===== src/rtl/snoopPkg.sv =====
package snoopPkg;
  typedef enum logic [1:0] {
    LN_INV = 2'd0,
    LN_SHR = 2'd1,
    LN_EXC = 2'd2
  } lineState_e;

  typedef enum logic [1:0] {
    BUS_NONE = 2'd0,
    BUS_RD   = 2'd1,
    BUS_RFO  = 2'd2,
    BUS_WB   = 2'd3
  } busCmd_e;

  typedef enum logic [1:0] {
    ST_IDLE  = 2'd0,
    ST_EVICT = 2'd1,
    ST_FILL  = 2'd2
  } ctlState_e;

  // strobes from control to datapath
  typedef struct packed {
    logic fillIssue;  // fill request taken by the bus
    logic evictClr;   // victim writeback taken by the bus
    logic respDone;   // response for the outstanding request
    logic respExcl;   // outstanding request was a read-for-ownership
  } ctlStrobes_t;
endpackage


===== src/rtl/snoopDatapath.sv =====
module snoopDatapath
  import snoopPkg::*;
#(
  parameter int ADDR_W = 12,
  parameter int IDX_W  = 3
) (
  input  logic              clk,
  input  logic              rstN,
  input  logic [ADDR_W-1:0] cpuAddr,
  input  logic [ADDR_W-1:0] reqAddr,
  input  ctlStrobes_t       strobes,
  input  logic              snpValid,
  input  busCmd_e           snpCmd,
  input  logic [ADDR_W-1:0] snpAddr,
  output logic              cpuTagHit,
  output lineState_e        cpuLineState,
  output logic              cpuLinePend,
  output logic              cpuSnpClash,
  output logic [ADDR_W-IDX_W-1:0] victimTag,
  output logic              victimExcl,
  output logic              snpWriteback
);
  localparam int TAG_W = ADDR_W - IDX_W;
  localparam int LINES = 1 << IDX_W;

  lineState_e             stateArr [LINES];
  logic [TAG_W-1:0]       tagArr   [LINES];
  logic [LINES-1:0]       pendArr;
  logic [IDX_W-1:0]       pendIdxQ;

  logic [IDX_W-1:0] cpuIdx, snpIdx, reqIdx;
  logic [TAG_W-1:0] cpuTag, snpTag, reqTag;
  logic             snpMatch;

  assign cpuIdx = cpuAddr[IDX_W-1:0];
  assign cpuTag = cpuAddr[ADDR_W-1:IDX_W];
  assign snpIdx = snpAddr[IDX_W-1:0];
  assign snpTag = snpAddr[ADDR_W-1:IDX_W];
  assign reqIdx = reqAddr[IDX_W-1:0];
  assign reqTag = reqAddr[ADDR_W-1:IDX_W];

  // processor lookup
  assign cpuLineState = stateArr[cpuIdx];
  assign cpuTagHit    = (tagArr[cpuIdx] == cpuTag) && (stateArr[cpuIdx] != LN_INV);
  assign cpuLinePend  = pendArr[cpuIdx];
  assign cpuSnpClash  = snpValid && (snpIdx == cpuIdx);

  // victim of the latched request
  assign victimTag  = tagArr[reqIdx];
  assign victimExcl = (stateArr[reqIdx] == LN_EXC);

  // snoop lookup; lines in progress are left alone
  assign snpMatch = snpValid && !pendArr[snpIdx] && (tagArr[snpIdx] == snpTag) &&
                    (stateArr[snpIdx] != LN_INV);
  assign snpWriteback = snpMatch && (stateArr[snpIdx] == LN_EXC) &&
                        ((snpCmd == BUS_RD) || (snpCmd == BUS_RFO));

  always_ff @(posedge clk) begin
    if (!rstN) begin
      for (int i = 0; i < LINES; i++) begin
        stateArr[i] <= LN_INV;
        tagArr[i]   <= '0;
      end
      pendArr  <= '0;
      pendIdxQ <= '0;
    end else begin
      // snoop effect first, control strobes override on the same line
      if (snpMatch) begin
        if (snpCmd == BUS_RFO) stateArr[snpIdx] <= LN_INV;
        else if (snpCmd == BUS_RD && stateArr[snpIdx] == LN_EXC) stateArr[snpIdx] <= LN_SHR;
      end
      if (strobes.evictClr) stateArr[reqIdx] <= LN_INV;
      if (strobes.fillIssue) begin
        if (tagArr[reqIdx] != reqTag) stateArr[reqIdx] <= LN_INV;
        tagArr[reqIdx]  <= reqTag;
        pendArr[reqIdx] <= 1'b1;
        pendIdxQ        <= reqIdx;
      end
      if (strobes.respDone) begin
        stateArr[pendIdxQ] <= strobes.respExcl ? LN_EXC : LN_SHR;
        pendArr[pendIdxQ]  <= 1'b0;
      end
    end
  end

  AST_ONE_PENDING: assert property (@(posedge clk) disable iff (!rstN)
    $countones(pendArr) <= 1);

  AST_RESP_STATE: assert property (@(posedge clk) disable iff (!rstN)
    strobes.respDone |=> (stateArr[$past(pendIdxQ)] ==
                          ($past(strobes.respExcl) ? LN_EXC : LN_SHR)));

  AST_SNOOP_DOWNGRADE: assert property (@(posedge clk) disable iff (!rstN)
    (snpWriteback && snpCmd == BUS_RD && !(snpIdx == reqIdx &&
      (strobes.evictClr || strobes.fillIssue)))
      |=> stateArr[$past(snpIdx)] == LN_SHR);

  AST_PEND_SILENT: assert property (@(posedge clk) disable iff (!rstN)
    (snpValid && pendArr[snpIdx]) |-> !snpWriteback);
endmodule


===== src/rtl/snoopControl.sv =====
module snoopControl
  import snoopPkg::*;
#(
  parameter int ADDR_W = 12,
  parameter int IDX_W  = 3
) (
  input  logic              clk,
  input  logic              rstN,
  input  logic              cpuValid,
  input  logic              cpuWrite,
  input  logic [ADDR_W-1:0] cpuAddr,
  input  logic              cpuTagHit,
  input  lineState_e        cpuLineState,
  input  logic              cpuLinePend,
  input  logic              cpuSnpClash,
  input  logic [ADDR_W-IDX_W-1:0] victimTag,
  input  logic              victimExcl,
  input  logic              busReqReady,
  input  logic              busRespValid,
  output logic              cpuReady,
  output logic              busReqValid,
  output busCmd_e           busReqCmd,
  output logic [ADDR_W-1:0] busReqAddr,
  output logic [ADDR_W-1:0] reqAddr,
  output ctlStrobes_t       strobes
);
  ctlState_e         stQ;
  logic [ADDR_W-1:0] reqAddrQ;
  busCmd_e           reqCmdQ;
  logic              outQ, outExclQ;

  logic hitDone, startMiss, evictNeed, lineFree;

  assign hitDone   = cpuTagHit && (!cpuWrite || cpuLineState == LN_EXC);
  assign lineFree  = !cpuLinePend && !cpuSnpClash;
  assign cpuReady  = (stQ == ST_IDLE) && cpuValid && lineFree && (hitDone || !outQ);
  assign startMiss = cpuReady && !hitDone;
  assign evictNeed = !cpuTagHit && (cpuLineState == LN_EXC);
  assign reqAddr   = reqAddrQ;

  always_comb begin
    busReqValid = 1'b0;
    busReqCmd   = BUS_NONE;
    busReqAddr  = reqAddrQ;
    case (stQ)
      ST_EVICT: begin
        busReqValid = victimExcl;
        busReqCmd   = BUS_WB;
        busReqAddr  = {victimTag, reqAddrQ[IDX_W-1:0]};
      end
      ST_FILL: begin
        busReqValid = 1'b1;
        busReqCmd   = reqCmdQ;
      end
      default: ;
    endcase
  end

  always_comb begin
    strobes.evictClr  = (stQ == ST_EVICT) && victimExcl && busReqReady;
    strobes.fillIssue = (stQ == ST_FILL) && busReqReady;
    strobes.respDone  = busRespValid && outQ;
    strobes.respExcl  = outExclQ;
  end

  always_ff @(posedge clk) begin
    if (!rstN) begin
      stQ      <= ST_IDLE;
      reqAddrQ <= '0;
      reqCmdQ  <= BUS_NONE;
      outQ     <= 1'b0;
      outExclQ <= 1'b0;
    end else begin
      case (stQ)
        ST_IDLE: if (startMiss) begin
          reqAddrQ <= cpuAddr;
          reqCmdQ  <= cpuWrite ? BUS_RFO : BUS_RD;
          stQ      <= evictNeed ? ST_EVICT : ST_FILL;
        end
        ST_EVICT: if (!victimExcl || busReqReady) stQ <= ST_FILL;
        ST_FILL: if (busReqReady) begin
          stQ      <= ST_IDLE;
          outQ     <= 1'b1;
          outExclQ <= (reqCmdQ == BUS_RFO);
        end
        default: stQ <= ST_IDLE;
      endcase
      if (strobes.respDone) outQ <= 1'b0;
    end
  end

  AST_SINGLE_OUTSTANDING: assert property (@(posedge clk) disable iff (!rstN)
    (busReqValid && busReqCmd != BUS_WB) |-> !outQ);

  AST_REQ_HELD: assert property (@(posedge clk) disable iff (!rstN)
    (stQ == ST_FILL && !busReqReady) |=> busReqValid && $stable(busReqAddr));

  AST_READY_FREE: assert property (@(posedge clk) disable iff (!rstN)
    cpuReady |-> (!cpuLinePend && !cpuSnpClash));

  AST_WB_FIRST: assert property (@(posedge clk) disable iff (!rstN)
    strobes.evictClr |=> (stQ == ST_FILL));
endmodule


===== src/rtl/snoopCacheCtl.sv =====
module snoopCacheCtl
  import snoopPkg::*;
#(
  parameter int ADDR_W = 12,
  parameter int IDX_W  = 3
) (
  input  logic              clk,
  input  logic              rstN,
  input  logic              cpuValid,
  input  logic              cpuWrite,
  input  logic [ADDR_W-1:0] cpuAddr,
  output logic              cpuReady,
  output logic              busReqValid,
  output logic [1:0]        busReqCmd,
  output logic [ADDR_W-1:0] busReqAddr,
  input  logic              busReqReady,
  input  logic              busRespValid,
  input  logic              snpValid,
  input  logic [1:0]        snpCmd,
  input  logic [ADDR_W-1:0] snpAddr,
  output logic              snpWriteback
);
  localparam int TAG_W = ADDR_W - IDX_W;

  ctlStrobes_t       strobes;
  logic [ADDR_W-1:0] reqAddr;
  logic              cpuTagHit, cpuLinePend, cpuSnpClash, victimExcl;
  lineState_e        cpuLineState;
  logic [TAG_W-1:0]  victimTag;
  busCmd_e           reqCmd;

  assign busReqCmd = reqCmd;

  snoopDatapath #(.ADDR_W(ADDR_W), .IDX_W(IDX_W)) dp_i (
    .clk(clk), .rstN(rstN), .cpuAddr(cpuAddr), .reqAddr(reqAddr), .strobes(strobes),
    .snpValid(snpValid), .snpCmd(busCmd_e'(snpCmd)), .snpAddr(snpAddr),
    .cpuTagHit(cpuTagHit), .cpuLineState(cpuLineState), .cpuLinePend(cpuLinePend),
    .cpuSnpClash(cpuSnpClash), .victimTag(victimTag), .victimExcl(victimExcl),
    .snpWriteback(snpWriteback)
  );

  snoopControl #(.ADDR_W(ADDR_W), .IDX_W(IDX_W)) ctl_i (
    .clk(clk), .rstN(rstN), .cpuValid(cpuValid), .cpuWrite(cpuWrite), .cpuAddr(cpuAddr),
    .cpuTagHit(cpuTagHit), .cpuLineState(cpuLineState), .cpuLinePend(cpuLinePend),
    .cpuSnpClash(cpuSnpClash), .victimTag(victimTag), .victimExcl(victimExcl),
    .busReqReady(busReqReady), .busRespValid(busRespValid), .cpuReady(cpuReady),
    .busReqValid(busReqValid), .busReqCmd(reqCmd), .busReqAddr(busReqAddr),
    .reqAddr(reqAddr), .strobes(strobes)
  );
endmodule


===== config.mk =====
export PLATFORM = sky130hd
export DESIGN_NAME = snoopCacheCtl
export DESIGN_NICKNAME = d
export VERILOG_FILES = /design/src/rtl/snoopPkg.sv /design/src/rtl/snoopDatapath.sv /design/src/rtl/snoopControl.sv /design/src/rtl/snoopCacheCtl.sv
export SDC_FILE = /design/constraint.sdc
export NUM_CORES = 1
export LEC_CHECK = 0
export BUFFER_PORTS_ARGS = -buffer_cell sky130_fd_sc_hd__buf_2
export CORE_UTILIZATION = 42
export CTS_CLUSTER_DIAMETER = 200
export DETAILED_ROUTE_END_ITERATION = 6
export GPL_ROUTABILITY_DRIVEN = 0
export SYNTH_ARGS = -nofsm -noshare
export SYNTH_HDL_FRONTEND = slang
export SYNTH_SLANG_ARGS = --single-unit

===== constraint.sdc =====
create_clock -name clk -period 10 [get_ports clk]
set_clock_uncertainty 0.05 [all_clocks]
set_input_delay 0.5 -clock clk [delete_from_list [all_inputs] [get_ports clk]]
set_output_delay 0.5 -clock clk [all_outputs]
set_load 0.02 [all_outputs]

* Word level (Yosys, flattened, before mapping)
Memory sizes are Yosys's and may differ from the RTL's. A register that Yosys moved wholly into a read port is not among the register bits.
Index checks and enable logic that the tools add are counted.
** Word-level totals
- Bits in registers :: 29
- Memory bits (writable) :: 88
- Word-level logic and storage cells :: 142
- Memories kept :: 2
** Cells by class
- $lt $le $gt $ge :: 6
- Equal/unequal tests :: 15
- Muxes and demuxes :: 62
- Bitwise gates (word level) :: 6
- Reductions and logical operators :: 44
** Memory list
- dp_i.tagArr :: words 8, width 9, rd ports 3, clocked after Yosys merged registers in 1, wr ports 8, line snoopDatapath.sv:27 : logic [TAG_W-1:0] tagArr [LINES];
- dp_i.stateArr :: words 8, width 2, rd ports 3, clocked after Yosys merged registers in 1, wr ports 8, line snoopDatapath.sv:26 : lineState_e stateArr [LINES];
** Operators with widths (number)
- $mux W1 :: 31
- $mux W3 :: 8
- $mux W8 :: 3
- $mux W2 :: 11
- $logic_and A1 B1 Y1 :: 21
- $eq A9 B9 Y1 :: 2
- $lt A3 B4 Y1 const B :: 4
- $eq A2 B2 Y1 const B :: 6
- $mux W12 :: 1
- $mux W9 :: 1
- $ne A9 B9 Y1 :: 1
- $reduce_or A9 Y1 :: 1
- $and A8 B8 Y8 :: 1
- $logic_not A1 Y1 :: 8
- $not A8 Y8 :: 1
- $or A8 B8 Y8 :: 1
- $reduce_or A2 Y1 :: 4
- $bmux W1 S3 :: 2
- $demux W1 S3 :: 2
- $ge A3 B1 Y1 const B :: 2
- $pmux W2 S3 :: 1
- $eq A2 B1 Y1 const B :: 2
- $logic_or A1 B1 Y1 :: 4
- $ne A2 B2 Y1 const B :: 2
- other kinds (10) :: 13

* Longest topological paths before layout
Gate-level depths: netlist of the first run.
- Depth in word-level cells :: 12
- Gate-level depth with buffers :: 13
- Mapped depth without buffers :: 8

* Hierarchy
Synthesis of the first run repeated with hierarchy kept, for this count alone.
** Second synthesis, totals
- Cell total of the unflattened synthesis :: 755
- Area total of the unflattened synthesis :: 7978.9 µm²
** Modules (own cells, without submodules)
- snoopDatapath :: times used 1, cells an instance 636, area each 6937.9 µm²
- snoopControl :: times used 1, cells an instance 119, area each 1041.0 µm²

* Worst setup path before layout of the first run
OpenSTA, ideal clock, no wires.
- Path kind :: input port to output port
- From :: input snpAddr[2]
- To :: output snpWriteback
- Arrival time :: 3.004 ns
- Setup slack :: 6.446 ns
- Stages on the path :: 11
- Path through :: buf_6 > buf_6 > buf_2 > buf_2 > mux2i_1 > a221oi_1 > xnor2_1 > nand4_1 > or4_1 > buf_2 > nor4_1
** Between the ends
- Longest elaborated chain between the ends :: 8
- Elaborated cells on any way between the ends :: 13
- Classes of those cells :: eq/ne (2); mux (2); reduce/logical (7); memory (2)
** Ends and longest elaborated chain
- from (decl) :: line snoopCacheCtl.sv:20 : input logic [ADDR_W-1:0] snpAddr,
- parallel branches: the longest is 6 deep, another holds $mem_v2 Z8 W9
- $logic_and A1 B1 Y1 (*) (2 in series) :: line snoopDatapath.sv:55 : assign snpWriteback = snpMatch && (stateArr[snpIdx] == LN_EXC) &&
- to (decl) :: line snoopCacheCtl.sv:21 : output logic snpWriteback
Every way passes the cells marked *. The select of a mux whose other input is x is not followed.

* Worst setup path in the final report of the first run
- From :: input snpAddr[0]
- To :: output snpWriteback
The elaborated chain is that of the path after synthesis.

==> key figures, run 1 <==
Clock tree
  • Clock Path Buffers: 2
  • Hold_buf cts: 0
  • H-tree levels: 4
  • Sink Count: 120
  • Root buffer cell: clkbuf_16
  • CTS tree: done
  • Number of CTS-inserted buffers: 17
  • Later-pin clock latency in the skew report: 430 ps
  • Post-CTS Setup Bufs: 0
  • Clock transition at path regs: around 50 ps
  • Post-CTS sizing: 0

Synthesis
  • Post-Synthesis Cells: 732
  • Dominant cells by area after synthesis: edfxtp_1 (34%), mux4_2 (9.5%), mux2i_1 (8.5%), dfxtp_1 (8.2%), and2_1 (5.6%)
  • Top_reg_cell synth: edfxtp_1
  • Ys Warns: 0
  • Post-synth net total: 770
  • Commonest cells in the netlist: edfxtp_1 (88), nor2_1 (77), and2_1 (70)
  • Register area share after synthesis: 41.9%
  • #FFs+latches synth: 120
  • Yosys cell types: 60
  • Post-synth top area share: 33.7%
  • Syn_area_per_cell: approximately 11 µm²
  • Post-synth top area cell: edfxtp_1
  • Asr flop ratio synth: 0%
  • Most numerous cell in the Yosys netlist: edfxtp_1
  • Post-synthesis instance area: roughly 0.0078 mm²
  • Post-synth EDFFs: 88

Critical path
  • Worst path arrival time: 3970 ps
  • Critical path class: primary input to primary output
  • Critical Path Fanout Max: 17
  • CP endpoint kind: primary output
  • Crit start category: primary input
  • Crit path required time: around 9500 ps

STA
  • RSZ-0062 raised after global routing: no
  • Setup violators final: 0
  • Final hold violations: 0
  • Hold_ws: 291 ps
  • Pin slew with the least headroom to its limit: 1190 ps
  • Maximum clock frequency: 221 MHz
  • Slew Limit Fails: 0
  • Final WS setup: roughly 5500 ps
  • Final Cycle Share: 45.2%
  • Slew headroom: a little over 20%
  • Setup TNS: 0 ps
  • Final min period: ~4500 ps

Layout
  • Area growth, synth to finish: 11.3%
  • Layout cells sized above 1: 19.8%
  • Layout Nets: roughly 790
  • # fillers: roughly 1700

Global routing
  • Initial antenna violation count: 1
  • Via count of the first global-routing pass: ~6300
  • First-pass GRT wire length: between 30 and 40 mm
  • Largest net degree at the start of global routing: 40
  • Grt ovf: 0
  • Total Routing Usage GR: 27.9%

Drt
  • WL final: approximately 26 mm
  • Via count: approximately 6300
  • Initial DRC Count: ~760
  • DR WL/cell: ~26 µm
  • Drt via density: around 6.4
  • Post-DRT Antenna Nets: 0
  • Initial DRT Pass Iterations: 7
  • Post-route DRC violation count: 16

Die
  • IO Pins: 50
  • Die W: approximately 140 µm
  • Core Region: roughly 0.018 mm²
  • Starting Density: a little over two fifths
  • Total die area: 0.0192 mm²
  • DIE HEIGHT: between 100 and 150 µm
  • # rows: approximately 50

Power and ir drop
  • P_leak: 3.31 nW
  • Cell Pwr Density: 180 mW/mm²
  • Tot Pwr: between 0.0015 and 0.002 W
  • Peak VDD IR: 0.130 mV

Min path
  • Worst hold path type: primary input to register

Run
  • Max-cap violations: 0

Placement
  • Worst slack at placement: about 5600 ps
  • Buffers on Ports: slightly below 50
  • DP Wirelength: about 18 mm

Outcome
  • Failing checks: design-rule violations
  • Outcome: complete, but fails checks
-- registers in the layout, indices dropped and copies added (netlist names), 2 cells and up, named ones only --
name / count
dp_i.tagArr: 72
dp_i.stateArr: 16
ctl_i.reqAddr: 12
dp_i.pendArr: 8
dp_i.pendIdxQ: 3
ctl_i.reqCmdQ: 2
ctl_i.stQ: 2
-- per-layer routing --
metal	vias to the layer above	share of wire (%)	GRT usage [%]
met2	372	47	44.1
met3	66	8.8	5.87
li1	2778	-	-
met5	-	0	0
met1	3130	41	36.6
met4	0	3.8	13.6
-- per-stage QoR --
stage          cells  area [µm²]  util, %
2_1_floorplan    732        7850        -
3_3_place_gp     963        8180     45.1
3_5_place_dp     963        8180     45.1
4_1_cts          995        8730     48.1
5_1_grt          995        8730     48.1
6_report         996        8730     48.1
-- path summary, 6_finish.rpt --
check	endpoint	cells after the start	slack, ps	startpoint
max	snpWriteback	9	5480	snpAddr[0]
min reg2reg	dp_i.pendIdxQ[0]	2	460	dp_i.pendIdxQ[0]
min	ctl_i.reqAddr[9]	3	290	cpuAddr[9]
max reg2reg	dp_i.stateArr[0][1]	8	5800	register
-- where the power goes --
group          total [W]  internal (W)  switching, W
Sequential      0.000623      0.000570     0.0000531
Clock           0.000572      0.000349      0.000223
Combinational   0.000377      0.000150      0.000227
Total            0.00157       0.00107      0.000503
-- area by class of cell --
| cell class | count | area, µm² | area share, % |
|---|---|---|---|
| Clock buffer | 24 | 504 | 5.78 |
| Multi-Input combinational cell | 532 | 4200 | 48.1 |
| Sequential cell | 120 | 3280 | 37.6 |
| Inverter | 21 | 78.8 | 0.903 |
| Clock inverter | 8 | 41.3 | 0.473 |
| Antenna cell | 1 | 2.50 | 0.0287 |
| Timing Repair Buffer | 61 | 335 | 3.84 |
| Tap cell | 229 | 287 | 3.28 |
-- worst max-delay path, cell delays in order --
cell      delay, ps
buf_2           310
nor2b_1         980
a221oi_2        170
o22ai_1         220
xor2_1           90
or4_1           500
or4_1           650
nor4_1          300
buf_2           230
-- placed cells by master, fill, tap and decap left out, types with 18 or more instances in the layout --
cell type  instances
edfxtp_1          88
nor2_1            77
and2_1            70
mux2i_1           67
buf_2             49
nand2_1           34
mux4_2            33
dfxtp_1           32
inv_1             20
nor3_1            20
xnor2_1           19
clkbuf_16         19
a21oi_1           18
-- logic make-up after synthesis --
| family | Yosys count | synth area share (%) |
|---|---|---|
| multiplexers | 114 | 20.3 |
| XOR/XNOR | 29 | 3.24 |
| flip-flops | 120 | 41.8 |
| AO/OA/AOI/OAI | 115 | 11.5 |
| adder cells (fa/ha/maj) | 5 | 0.797 |
| buffers and inverters | 80 | 4.66 |
| AND/OR/NAND/NOR | 269 | 17.7 |
Note: power is estimated with default switching activity, not from simulation.
==> run 2: changes to the inputs <==
--- a/config.mk
+++ b/config.mk
@@ -5,6 +5,7 @@
 export SDC_FILE = /design/constraint.sdc
 export NUM_CORES = 1
 export LEC_CHECK = 0
+export ABC_AREA = 1
 export BUFFER_PORTS_ARGS = -buffer_cell sky130_fd_sc_hd__buf_2
 export CORE_UTILIZATION = 42
 export CTS_CLUSTER_DIAMETER = 200
==> constraint.sdc (replaced) <==
create_clock -name clk -period 3.9 [get_ports clk]
set_clock_uncertainty 0.05 [all_clocks]
set_input_delay 0.195 -clock clk [delete_from_list [all_inputs] [get_ports clk]]
set_output_delay 0.195 -clock clk [all_outputs]
set_load 0.02 [all_outputs]
==> run 2 against run 1 <==
Compared with the run above:
- the run now ends clean
- flip-flop and latch count unchanged
- synthesized cell count up 54%
- power grew to 2.7 times the previous value
- critical endpoint is now cpuReady
- highest routed layer unchanged
==> key figures, run 2 <==
Layout
  • Commonest non-fill, non-tap cells in the layout: nand2_1 (295), nor2_1 (133), inv_1 (118), nand3_1 (108), edfxtp_1 (88)
  • Final core occ: 48.5% (+0.38 points)
  • Multi-input gate area: 0.00382 mm² (-8.9%)
  • Layout Nets: 1196 (+51%)
  • Max FFs per register: 72 (unchanged)
  • Layout cells sized above 1: 10.3% (-9.5 points)
  • Diodes inserted: 0 (-1)
  • Commonest non-fill, non-tap cell in the layout: nand2_1
  • # fillers: 1873 (+12%)
  • Area growth, synth to finish: 11.4%
  • Biggest register: dp_i.tagArr
  • Seq. cell area: 0.00328 mm² (unchanged)

Drt
  • WL final: 26.8 mm (+3.2%)
  • Drt via density: 5.56 (-13%)
  • Initial DRT Pass Iterations: 6 (-1)
  • Post-DRT Antenna Nets: 0 (unchanged)
  • Via count: 7790 (+23%)
  • DR WL/cell: 19.2 µm (-27%)
  • Post-route DRC violation count: 0 (-16)
  • Initial DRC Count: 1105 (+45%)

Die
  • Total die area: 0.0195 mm² (+1.3%)
  • Die W: 140 µm (+0.63%)
  • DIE HEIGHT: 140 µm (+0.63%)
  • Starting Density: 43.5% (+0.26 points)
  • # rows: 49 (unchanged)
  • IO Pins: 50 (unchanged)
  • Core Region: 0.0183 mm² (+0.68%)

Synthesis
  • Post-Synth Simple-Gate Area: 31.1% (+13 points)
  • Post-Synth XOR/XNOR Area: 0.661% (-2.6 points)
  • Post-Synthesis Cells: 1127 (+54%)
  • Dominant cells by area after synthesis: edfxtp_1 (33%), nand2_1 (14%), dfxtp_1 (8.1%), nand3_1 (6.8%), nor2_1 (6.3%)
  • Mux cell area share after synthesis: 0% (-20 points)
  • Top_reg_cell synth: edfxtp_1
  • Syn_area_per_cell: 7.05 µm² (-34%)
  • Post-synth top area share: 33.3% (-0.43 points)
  • Ys Warns: 0 (unchanged)
  • Register area share after synthesis: 41.3% (-0.53 points)
  • Asr flop ratio synth: 0% (unchanged)
  • Largest family of logic cells by synthesized area: simple AND/OR/NAND/NOR gates
  • Post-synth top area cell: edfxtp_1
  • Yosys cell types: 37 (-38%)
  • Most numerous cell in the Yosys netlist: nand2_1
  • Post-synthesis instance area: 0.00795 mm² (+1.3%)
  • Post-synth EDFFs: 88 (unchanged)
  • Area share of fa/ha/maj cells after synthesis: 0.787% (-0.010 points)
  • Commonest cells in the netlist: nand2_1 (295), nor2_1 (133), inv_1 (118)
  • Compound-Gate Fraction of Synth Area: 15.6% (+4.1 points)
  • Post-synth net total: 1165 (+51%)
  • #FFs+latches synth: 120 (unchanged)

Clock tree
  • Clock transition at path regs: 60 ps (about the same)
  • Hold_buf cts: 0 (unchanged)
  • Later-pin clock latency in the skew report: 420 ps (about the same)
  • Post-CTS sizing: 0 (unchanged)
  • CTS tree: done
  • Root buffer cell: clkbuf_16
  • Number of CTS-inserted buffers: 17 (unchanged)
  • H-tree levels: 4 (unchanged)
  • Sink Count: 120 (unchanged)
  • Clock Path Buffers: 2 (unchanged)
  • Post-CTS Setup Bufs: 0 (unchanged)

Run
  • Max-cap violations: 0 (unchanged)

Critical path
  • Critical path class: primary input to primary output
  • Reg-to-Reg End: dp_i.stateArr[2][1]
  • Cells on worst reg2reg path: 11 (+3)
  • CP endpoint kind: primary output
  • Critical Path Fanout Max: 36 (+19)
  • Crit start category: primary input
  • Crit path largest cell delay: 500 ps (-480 ps)
  • Critical path's slowest cell: buf_2
  • Worst Setup EP: cpuReady
  • R2R setup slack: 1030 ps (-4770 ps)
  • Critical path, cell by cell: buf_2 > buf_4 > nand2_1 > nand3_1 > nand3_1 > nand3b_1 > nand2_1 > nor2_1 > nand2_1 > nor2_2 > nand3_1 > a21boi_0 > buf_2
  • CP Launch Point: cpuAddr[0]
  • Crit path required time: 3650 ps (-5800 ps)
  • Worst path arrival time: 2670 ps (-1300 ps)

STA
  • Setup TNS: 0 ps (unchanged)
  • Final hold violations: 0 (unchanged)
  • Slew headroom: 56.6% (+36 points)
  • Pin slew with the least headroom to its limit: 651 ps (-539 ps)
  • Final Cycle Share: around 75%
  • Maximum clock frequency: between 300 and 400 MHz
  • RSZ-0062 raised after global routing: no
  • Setup violators final: 0 (unchanged)
  • Final min period: approximately 2900 ps
  • Slew Limit Fails: 0 (unchanged)

Global routing
  • Grt ovf: 0 (unchanged)
  • Via count of the first global-routing pass: 6821 (+8.1%)
  • Total Routing Usage GR: 28.1% (+0.17 points)
  • Largest net degree at the start of global routing: 49 (+23%)
  • First-pass GRT wire length: 40.6 mm (+3.2%)
  • Initial antenna violation count: 0 (-1)

Placement
  • DP Wirelength: 20.4 mm (+13%)
  • Buffers on Ports: 49 (unchanged)

Power and ir drop
  • P_leak: 3.67 nW (+11%)
  • Peak VDD IR: 0.398 mV (+210%)
  • Cell Pwr Density: 484 mW/mm² (+170%)

Outcome
  • Outcome: complete, no violations

Min path
  • Worst hold path type: primary input to register
[run 2: changes by cell type in the layout (fill, tap and decap cells not counted), moves of 29 or more]
cell     before  now
nand2_1      34  295
inv_1        20  118
nand3_1      12  108
and2_1       70    0
mux2i_1      67    0
a21oi_1      18   81
nor2_1       77  133
o21ai_0      12   66
mux4_2       33    0
o21ai_1       2   31
[run 2: layer usage]
metal	wire length (µm)	part of all wire (%)	GRT usage, %
met5	0	0	0
met4	586	2.2	9.02
met3	2840	11	7.12
met2	11100	41	40.1
met1	12300	46	41.2
[run 2: power breakdown]
group	internal (W)	switching (W)	total [W]
Sequential	0.00147	0.0000988	0.00157
Combinational	0.000339	0.000840	0.00118
Clock	0.000939	0.000597	0.00154
[run 2: area by class of cell]
type | count | share of cell area (%)
flip-flops and latches | 120 | 37.1
clock inverters | 15 | 1.70
multi-input cells | 815 | 43.1
inverters | 139 | 5.92
repair buffers | 65 | 4.13
well taps | 229 | 3.24
clock buffers | 17 | 4.80
[run 2: kinds of logic (layout without fill, tap and decap cells)]
| group | after synthesis | count (layout) |
|---|---|---|
| flops | 120 | 120 |
| xor+xnor | 6 | 6 |
| simple gates | 579 | 579 |
| buf+inv | 192 | 236 |
| compound gates | 225 | 225 |
| fa+ha+maj | 5 | 5 |
[run 2: worst min path at each step]
stage,slack [ps],to,start,depth (start not counted)
after floorplan,310,ctl_i.reqCmdQ[1],cpuWrite,2
after global placement,420,ctl_i.stQ[0],ctl_i.stQ[0],2
after detailed placement,420,ctl_i.reqCmdQ[0],ctl_i.reqCmdQ[0],2
after CTS,4,ctl_i.outQ,busRespValid,4
after global routing,30,ctl_i.outQ,busRespValid,4
final,10,ctl_i.outQ,busRespValid,4
[run 2: critical path, delay by kind of cell]
family                 cells  cell delay, ps
buffers and inverters      3            1190
AND/OR/NAND/NOR            9             900
AO/OA/AOI/OAI              1             370
[run 2: metrics by stage]
stage / total power, W / instances / setup slack, ps / instance area [µm²] / hold WS, ps
after floorplan: 0.00241 / 1127 / 1880 / 7950 / 309
after global placement: 0.00274 / 1368 / 794 / 8280 / 423
after detailed placement: 0.00275 / 1368 / 790 / 8280 / 417
after CTS: 0.00427 / 1400 / 1020 / 8860 / 4.21
after global routing: 0.00448 / 1400 / 821 / 8860 / 33.9
final: 0.00429 / 1400 / 987 / 8860 / 12.5
==> run 3: changes to the inputs <==
==> constraint.sdc (replaced) <==
create_clock -name clk -period 3.05 [get_ports clk]
set_clock_uncertainty 0.05 [all_clocks]
set_input_delay 0.1525 -clock clk [delete_from_list [all_inputs] [get_ports clk]]
set_output_delay 0.1525 -clock clk [all_outputs]
set_load 0.02 [all_outputs]
==> run 3 against run 2 <==
Compared with the run above:
- largest power group unchanged
- final cell count increased by 0.64%
- flip-flop and latch count unchanged
- critical path type is now register to register
- clock-buffer cell count increased by 9
- critical endpoint is now dp_i.tagArr[1][6]
- first-iteration DRC count decreased by 3.3%
- sequential power increased by 27%
- worst setup slack got worse by 550 ps
- power increased by 29%
- worst hold slack improved by 7.6 ps
- sequential share of layout area decreased by 0.38 points
- critical path depth decreased by 7
==> key figures, run 3 (synthesized netlist as in run 2, its figures left out) <==
Outcome
  • Outcome: complete, no violations

Layout
  • Layout Nets: 1205 (+0.75%)
  • Area growth, synth to finish: 12.6%
  • Layout cells sized above 1: 10.5% (+0.18 points)
  • Max FFs per register: 72 (unchanged)
  • Commonest non-fill, non-tap cells in the layout: nand2_1 (295), nor2_1 (133), inv_1 (118), nand3_1 (108), edfxtp_1 (88)
  • Diodes inserted: 0 (unchanged)
  • Cell area after layout: 0.00895 mm² (+1.0%)
  • # fillers: 1833 (-2.1%)
  • Commonest non-fill, non-tap cell in the layout: nand2_1
  • Biggest register: dp_i.tagArr

Placement
  • Placement Cell Area: 0.00835 mm² (+0.85%)
  • Worst slack at placement: 206 ps (-583 ps)
  • DP Wirelength: 20.0 mm (-1.9%)
  • Buffers on Ports: 49 (unchanged)

Global routing
  • Initial antenna violation count: 0 (unchanged)
  • Met3 usage: 6.19% (-0.93 points)
  • Gr busiest metal: met2
  • GR Layer Usage met1: 41.7% (+0.46 points)
  • GR Layer Usage met2: 42.6% (+2.5 points)
  • First-pass GRT wire length: 42.1 mm (+3.7%)
  • Grt ovf: 0 (unchanged)
  • Total Routing Usage GR: 28.9% (+0.79 points)
  • Largest net degree at the start of global routing: 70 (+43%)
  • Via count of the first global-routing pass: 7052 (+3.4%)

Power and ir drop
  • Cell Pwr Density: 617 mW/mm² (+27%)
  • P_leak: 3.73 nW (+1.5%)
  • Peak VDD IR: 0.426 mV (+7.1%)

Clock tree
  • Later-pin clock latency in the skew report: 420 ps (about the same)
  • Clock transition at path regs: 60 ps (about the same)
  • CTS tree: done
  • Root buffer cell: clkbuf_16
  • H-tree levels: 4 (unchanged)
  • Clock Path Buffers: 2 (unchanged)
  • Number of CTS-inserted buffers: 17 (unchanged)
  • Sink Count: 120 (unchanged)
  • Post-CTS sizing: 0 (unchanged)
  • Post-CTS Setup Bufs: 0 (unchanged)

Min path
  • Worst hold path type: primary input to register

Drt
  • Initial DRC Count: 1069 (-3.3%)
  • WL final: 27.3 mm (+1.7%)
  • Post-DRT Antenna Nets: 0 (unchanged)
  • Initial DRT Pass Iterations: 5 (-1)
  • DR WL/cell: 19.4 µm (+1.1%)
  • Via count: 8007 (+2.8%)
  • Post-route DRC violation count: 0 (unchanged)
  • Drt via density: 5.68 (+2.1%)

Die
  • Total die area: 0.0195 mm² (unchanged)
  • Starting Density: 43.5% (unchanged)
  • Die W: 140 µm (unchanged)
  • IO Pins: 50 (unchanged)
  • # rows: 49 (unchanged)
  • DIE HEIGHT: 140 µm (unchanged)
  • Core Region: 0.0183 mm² (unchanged)

Run
  • Max-cap violations: 0 (unchanged)

Critical path
  • Crit path required time: 3070 ps (-580 ps)
  • Critical path class: register to register
  • CP endpoint kind: register
  • Worst path arrival time: 2630 ps (-40 ps)
  • Crit start category: register
  • Critical Path Fanout Max: 10 (-72%)

STA
  • Final hold violations: 0 (unchanged)
  • RSZ-0062 raised after global routing: no
  • Setup TNS: 0 ps (unchanged)
  • Final WS setup: 436 ps (-551 ps)
  • Final min period: around 2600 ps
  • Pin slew with the least headroom to its limit: 662 ps (+11.3 ps)
  • Slew Limit Fails: 0 (unchanged)
  • Final Cycle Share: around 86%
  • Setup violators final: 0 (unchanged)
  • Maximum clock frequency: ~380 MHz
  • Slew headroom: 55.5% (-1.1 points)
run 3: per-stage QoR:
step / hold WS (ps) / std cells / power, W / utilization, %
6_report: 20.1 / 1409 / 0.00552 / 49.0
2_1_floorplan: 267 / 1127 / 0.00308 / -
3_3_place_gp: 411 / 1374 / 0.00357 / 45.7
4_1_cts: 6.39 / 1409 / 0.00549 / 49.0
5_1_grt: 54.2 / 1409 / 0.00577 / 49.0
3_5_place_dp: 408 / 1374 / 0.00357 / 45.7
run 3: final timing paths:
check	start	end	cells after the start	slack, ps
worst max-delay path	ctl_i.stQ[0]	dp_i.tagArr[1][6]	6	440
worst min-delay path	cpuAddr[5]	ctl_i.reqAddr[5]	3	20
worst max register to register	ctl_i.stQ[0]	dp_i.tagArr[1][6]	6	440
worst min register to register	ctl_i.reqCmdQ[0]	ctl_i.reqCmdQ[0]	2	420
run 3: layout make-up:
cell class | count | area [µm²] | share of cell area, %
Inverter | 139 | 524 | 5.86
Tap cell | 229 | 287 | 3.20
Sequential cell | 120 | 3280 | 36.7
Timing Repair Buffer | 74 | 465 | 5.20
Clock inverter | 6 | 33.8 | 0.378
Multi-Input combinational cell | 815 | 3820 | 42.7
Clock buffer | 26 | 533 | 5.96
run 3: metal layers:
layer	share of wire, %	vias up
li1	-	3818
met3	10	52
met1	45	3719
met5	0	-
met2	43	418
met4	2.7	0
run 3: timing repair:
item                       CTS  global route
hold buffers                 3             0
setup endpoints to repair    0             0
hold endpoints to repair     4             0
run 3: worst max-delay path, cell delays in order, from the launching register on:
cell	delay (ps)
dfxtp_1	320
inv_1	80
ha_1	220
nand2_1	190
nor2_1	490
nand2_1	420
nand2_1	480
run 3: where the power goes:
group	internal, W	switching [W]
logic	0.000463	0.00113
registers	0.00189	0.000108
clock network	0.00120	0.000733
total	0.00355	0.00197
